<file path="config.mk">
export PLATFORM = sky130hd
export DESIGN_NAME = ord_stream_tracker
export DESIGN_NICKNAME = d
export VERILOG_FILES = /design/src/rtl/axi_ord_pkg.sv /design/src/rtl/ord_stream_tracker.sv
export SDC_FILE = /design/constraint.sdc
export NUM_CORES = 2
export LEC_CHECK = 0
export BUFFER_PORTS_ARGS = -buffer_cell sky130_fd_sc_hd__buf_2
export CAP_MARGIN = 20
export CORE_UTILIZATION = 55
export CTS_BUF_LIST = sky130_fd_sc_hd__clkbuf_16
export DETAILED_ROUTE_END_ITERATION = 6
export GPL_ROUTABILITY_DRIVEN = 1
export GPL_TIMING_DRIVEN = 0
export PLACE_DENSITY = 0.7
export SYNTH_ARGS = -nofsm -noshare
export SYNTH_HDL_FRONTEND = slang
export SYNTH_SLANG_ARGS = --single-unit
</file>
<file path="constraint.sdc">
create_clock -name clk -period 4.4 [get_ports clk]
set_input_delay 0.22 -clock clk [delete_from_list [all_inputs] [get_ports clk]]
set_output_delay 0.22 -clock clk [all_outputs]
set_load 0.03 [all_outputs]
</file>
<file path="src/rtl/axi_ord_pkg.sv">
package axi_ord_pkg;
  typedef enum logic [1:0] {
    E_NONE     = 2'd0,
    E_ORDER    = 2'd1,
    E_ORPHAN   = 2'd2,
    E_OVERFLOW = 2'd3
  } ord_err_e;
endpackage

</file>
<file path="src/rtl/ord_stream_tracker.sv">
module ord_stream_tracker
  import axi_ord_pkg::*;
#(
  parameter int IW    = 4,
  parameter int TW    = 8,
  parameter int DEPTH = 8
) (
  input  logic          clk,
  input  logic          rst,
  input  logic          push_en,
  input  logic [IW-1:0] push_id,
  input  logic [TW-1:0] push_tag,
  input  logic          resp_en,
  input  logic [IW-1:0] resp_id,
  input  logic [TW-1:0] resp_tag,
  input  logic          resp_last,
  output ord_err_e      resp_err,
  output logic          push_ovf
);
  localparam int NID = 1 << IW;
  localparam int PW  = (DEPTH > 1) ? $clog2(DEPTH) : 1;
  localparam int CW  = $clog2(DEPTH + 1);
  localparam int MW  = IW + PW;
  localparam int MD  = NID << PW;

  // label storage: one slot group per ID, no reset so it maps to RAM
  logic [TW-1:0] tag_mem [MD];
  logic [PW-1:0] wptr [NID];
  logic [PW-1:0] rptr [NID];
  logic [CW-1:0] cnt  [NID];

  logic [TW-1:0] head_tag;
  logic          resp_empty;
  logic          pop;
  logic          push_full;
  logic          push_ok;
  logic [NID-1:0] inc_v, dec_v;

  assign head_tag   = tag_mem[MW'({resp_id, rptr[resp_id]})];
  assign resp_empty = (cnt[resp_id] == '0);
  assign pop        = resp_en && resp_last && !resp_empty;
  assign push_full  = (cnt[push_id] == CW'(DEPTH)) && !(pop && (resp_id == push_id));
  assign push_ok    = push_en && !push_full;
  assign push_ovf   = push_en && push_full;

  always_comb begin
    if (!resp_en)                resp_err = E_NONE;
    else if (resp_empty)         resp_err = E_ORPHAN;
    else if (resp_tag != head_tag) resp_err = E_ORDER;
    else                         resp_err = E_NONE;
  end

  always_comb begin
    for (int i = 0; i < NID; i++) begin
      inc_v[i] = push_ok && (push_id == IW'(i));
      dec_v[i] = pop && (resp_id == IW'(i));
    end
  end

  always_ff @(posedge clk) begin
    if (push_ok) tag_mem[MW'({push_id, wptr[push_id]})] <= push_tag;
  end

  always_ff @(posedge clk) begin
    if (rst) begin
      for (int i = 0; i < NID; i++) begin
        wptr[i] <= '0;
        rptr[i] <= '0;
        cnt[i]  <= '0;
      end
    end else begin
      for (int i = 0; i < NID; i++) begin
        if (inc_v[i]) wptr[i] <= (wptr[i] == PW'(DEPTH - 1)) ? '0 : wptr[i] + 1'b1;
        if (dec_v[i]) rptr[i] <= (rptr[i] == PW'(DEPTH - 1)) ? '0 : rptr[i] + 1'b1;
        case ({inc_v[i], dec_v[i]})
          2'b10:   cnt[i] <= cnt[i] + 1'b1;
          2'b01:   cnt[i] <= cnt[i] - 1'b1;
          default: cnt[i] <= cnt[i];
        endcase
      end
    end
  end
endmodule

</file>
---- Word-level counts from Yosys, hierarchy flattened ----
Memories as Yosys holds them, arrays and structs flattened.
Cells that the tools add are included.
word-level totals
  latch bits .............................. 0
  bits in registers ....................... 0
  logic and storage cells ................. 664
  memories ................................ 4
  ROM bits ................................ 0
  bits in writable memories ............... 1184
cells by class
  reduce and logical (&&, ||, !) cells .... 60
  multiplexer cells ....................... 359
  multiply operators ...................... 0
  add/subtract/negate cells ............... 64
  divide/modulo/power cells ............... 0
  shift-type cells ........................ 0
  bitwise operators ....................... 80
  $lt $le $gt $ge ......................... 0
  equality and inequality tests ........... 97
memories
  memory   words  bits a word  read ports  clocked after memory_dff  write ports  RTL line                  source
  tag_mem  128    8            1           0                         1            ord_stream_tracker.sv:27  logic [TW-1:0] tag_mem [MD];
  cnt      16     4            18          0                         16           ord_stream_tracker.sv:30  logic [CW-1:0] cnt [NID];
  rptr     16     3            17          0                         16           ord_stream_tracker.sv:29  logic [PW-1:0] rptr [NID];
  wptr     16     3            17          0                         16           ord_stream_tracker.sv:28  logic [PW-1:0] wptr [NID];
operators with widths
  kind                                                                 number
  1-bit 2-to-1 mux                                                     245
  3-bit 2-to-1 mux                                                     64
  4-bit 2-to-1 mux                                                     48
  3-bit by 1-bit adder with 3-bit output (second input constant)       32
  3-bit == test (second input constant)                                32
  1-bit bitwise OR                                                     80
  4-bit == test (second input constant)                                17
  4-bit by 1-bit adder with 4-bit output (second input constant)       16
  4-bit by 1-bit subtractor with 4-bit output (second input constant)  16
  1-bit logical AND                                                    38
  2-bit by 1-bit == test with 1-bit output (second input constant)     16
  2-bit == test (second input constant)                                16
  4-bit by 3-bit == test with 1-bit output (second input constant)     8
  2-bit OR reduction                                                   16
  4-bit by 2-bit == test with 1-bit output (second input constant)     4
  4-bit logical NOT                                                    3
  4-bit by 1-bit == test with 1-bit output (second input constant)     2
  8-bit inequality test                                                1
  4-bit == test                                                        1
  2-bit 2-to-1 mux                                                     2
  1-bit logical NOT                                                    3

---- Longest topological paths before layout ----
An unclocked memory read counts as a cell.
  depth after elaboration ................. 17
  gate-level depth with buffers ........... 23
  mapped depth without buffers ............ 19

---- Least setup slack after synthesis ----
OpenSTA, ideal clock, no wires.
  kind .................................... input to register
  start ................................... input push_id[0]
  end ..................................... memory cnt[4][2] (netlist name), data pin
  stages on the path ...................... 19
  setup slack ............................. 55 ps
  library setup time ...................... 254 ps
  required time ........................... 4146 ps
  arrival ................................. 4091 ps
  cells stage by stage .................... buf_1 > clkbuf_1 > mux4_2 > mux2_2 > nand2_1 > o32ai_1 > o21a_1 > nand2b_1 > nor3_1 > nand2_1 > clkbuf_1 > ha_1 > nor2b_1 > xor2_1 > ha_1 > nor2_1 > mux2i_1 > xor2_1 > nor2_1
RTL lines
  what         RTL line                  source
  from (decl)  ord_stream_tracker.sv:11  input logic [IW-1:0] push_id,
  to (decl)    ord_stream_tracker.sv:30

==> results.ini <==
[critical_path]
critPathRequiredTime_ps = 4180
arrival_ps = 5200
path_delay_family = simple AND/OR/NAND/NOR gates
cp_common_cell = buf_12
endpoint_kind = output pin
worst-path-buf-inv = 7
cp_slowest_cell = mux4_2
crit_chain = mux4_2, a22oi_2, buf_6, nand2_8, buf_12, buf_6, buf_12, buf_12, buf_12, nand2_1, nand3_1, nand2_2, o21ai_1, nand4_1, nand4_1, xor2_1, nor4_2, a31oi_1, buf_4
critPathKind = flip-flop to output pin
cpPeakStageDelay_ps = 580
worstSetupStartpointType = flip-flop
crit_path_max_fanout = 10

[detailed_routing]
drt_wl_total_um = 210000
drc = 1
dr.pass1.iters = 7
vias = 38900
ant_nets = 0
routedWlPerCell_um = 37.9
drt-initial-drc-count = 7421
routed_via_density = 7.04

[sta]
hold_violations = 0
slew-limit-headroom_pct = 11.9
clock_skew_ps = 40.5
whs_ps = 3.96
finalCritPeriodShare_pct = 123
fmax_mhz = 185
rsz0062_at_grt = true
tightestPinTransition_ps = 1320
slew_violations = 0
fin_ws_ps = -1020
period_needed_ps = 5420
setup_viol = 1

[synthesis]
synth_area_leaders = edfxtp_1 (68%), nand2_1 (4.4%), ha_1 (2.7%)
avgSynthCellArea_um2 = 13.5
synthesis.area_um2 = 52100
yosysWarnings = 0
netlist_instances = 3870
synth.most_common_cell = edfxtp_1
synth_edf_count = 1184
ys_ff_latch = 1184
yosys.area.top_type = edfxtp_1
synth_top_flop_cell = edfxtp_1
syn-num-nets = 4012
async_flop_share_pct = 0
yosysSeqAreaShare_pct = 68.2
netlist.area_leader.share_pct = 68.2
yosys.cell_types.count = 82
ys_top_cells_by_count = edfxtp_1 (1184), nand2_1 (606), nor2_1 (245)

[finish]
drive_gt1_share_pct = 21.3
area_growth_syn_to_layout_pct = 19.7
final_net_count = 4306
fin_area_um2 = 62400

[placement]
routabilityCongestion = 1.08
hpwlAfterDp_um = 142000
dp_slack_ps = -2440
place_area_um2 = 54400
place.port_buffers = 24

[floorplanning]
fp.dieW_um = 310
io_pins = 32
die_h_um = 310
rows = 112
core_um2 = 93600
initial_core_util_pct = 55.7
die_area_um2 = 96000

[clocking]
cts_sinks = 1184
clkSlewWorstSetupHoldPaths_ps = 70
cts_tree = built
cts-root-buf = clkbuf_16
insertion_delay_ps = 750
h-tree-depth = 3
cts_hold_buf = 0
numCtsBuffers = 119
clockBufferDepth = 3

[power_and_ir_drop]
ir_worst_vdd_v = 0.000377
p_leak_nw = 22.3
p_per_area_nw_per_um2 = 450
power_mw = 28.1

[global_route]
grt_max_degree = 88
grt.overflow.total = 0
grt_pass1_wl_um = 282000
grt_pass1_vias = 36000
antenna_found_initial = 7
grt_use_total_pct = 43.8

[status]
status = finished, violations left
violations = DRC, setup timing

[run]
cap_violations = 0

[min_path]
min_path_type = input pin to flip-flop

==> path summary, 6_finish.rpt <==
check             cells past startpoint        endpoint  slack [ps]   startpoint
setup / recovery                     19     resp_err[0]       -1020   rptr[7][0]
hold / removal                        1  tag_mem[12][3]           4  push_tag[3]
hold reg to reg                       1     wptr[10][0]         590  wptr[10][0]
setup reg to reg                      6  tag_mem[93][5]         180  wptr[14][1]
==> sequential cells by signal, summed over array words and instances (netlist names) <==
register and count:
tag_mem 1024, cnt 64, rptr 48, wptr 48
==> metal layers <==
metal / vias to the layer above / routed length, um / global-route usage, %
met4: 6 / 22400 / 37.8
met1: 19000 / 68400 / 54.3
met2: 3625 / 87700 / 62.3
met5: - / 87 / 0
met3: 931 / 31000 / 13.6
li1: 15400 / - / -
==> placed cells by master (no fill, tap or decap), types with 21 or more instances in the layout <==
master and n:
a211oi_1 149, a21oi_1 36, a31o_2 51, a31oi_1 54, and2_1 26, and3_1 183
buf_12 44, buf_2 37, buf_4 142, buf_6 41, buf_8 25, clkbuf_1 37
clkbuf_16 124, clkbuf_4 26, clkbuf_8 22, clkinv_1 36, clkinv_2 26, edfxtp_1 1184
ha_1 108, inv_1 61, mux2i_1 77, mux4_2 46, nand2_1 578, nand2b_1 51
nand3_1 164, nor2_1 200, nor2_2 40, nor3_1 47, nor3b_1 24, nor4_1 33
o21ai_0 60, xnor2_1 32, xor2_1 21
==> report_power, final <==
group          switching (mW)  internal, mW  total (mW)  leakage [nW]
Sequential              0.101          12.6        12.7          10.8
Combinational            3.25          1.56        4.81          9.39
Clock                    4.53          6.06        10.6          2.02
==> cell families after synthesis <==
| kind of cell | synth area share, % |
|---|---|
| compound gates | 8.09 |
| fa+ha+maj | 2.71 |
| buf+inv | 2.59 |
| simple gates | 13.9 |
| xor+xnor | 0.891 |
| mux | 3.65 |
| flops | 68.2 |
==> stage by stage <==
stage | TNS [ps] | utilization [%] | instances
2_1_floorplan | 0 | - | 3870
3_3_place_gp | -1297140 | 57.5 | 5148
3_5_place_dp | -1179060 | 58.2 | 5188
4_1_cts | -6040 | 65.7 | 5481
5_1_grt | -1000 | 66.6 | 5520
6_report | -1020 | 66.7 | 5530
==> layout make-up <==
cell class	count	area, um2
timing repair buffer	183	1830
fill	6664	31200
clock inverter	103	1010
buffer	240	2550
inverter	49	184
multi-input combinational	2387	16700
sequential	1184	35600
clock buffer	120	3000
antenna	10	25.0
tap	1254	1570
==> worst register-to-register path: cells and delay by family (launching register included) <==
kind | cells | cell delay [ps]
buffers and inverters | 1 | 560
muxes | 2 | 1160
and+or+nand+nor | 3 | 1700
DFF | 1 | 420
==> repair_timing <==
item | CTS | global route
buffers inserted | 79 | 34
cloned | 1 | 1
endpoints found under the setup margin | 999 | 831
pin swaps | 58 | 54
resized for setup | 637 | 157
Note: power is estimated with default switching activity, not from simulation.
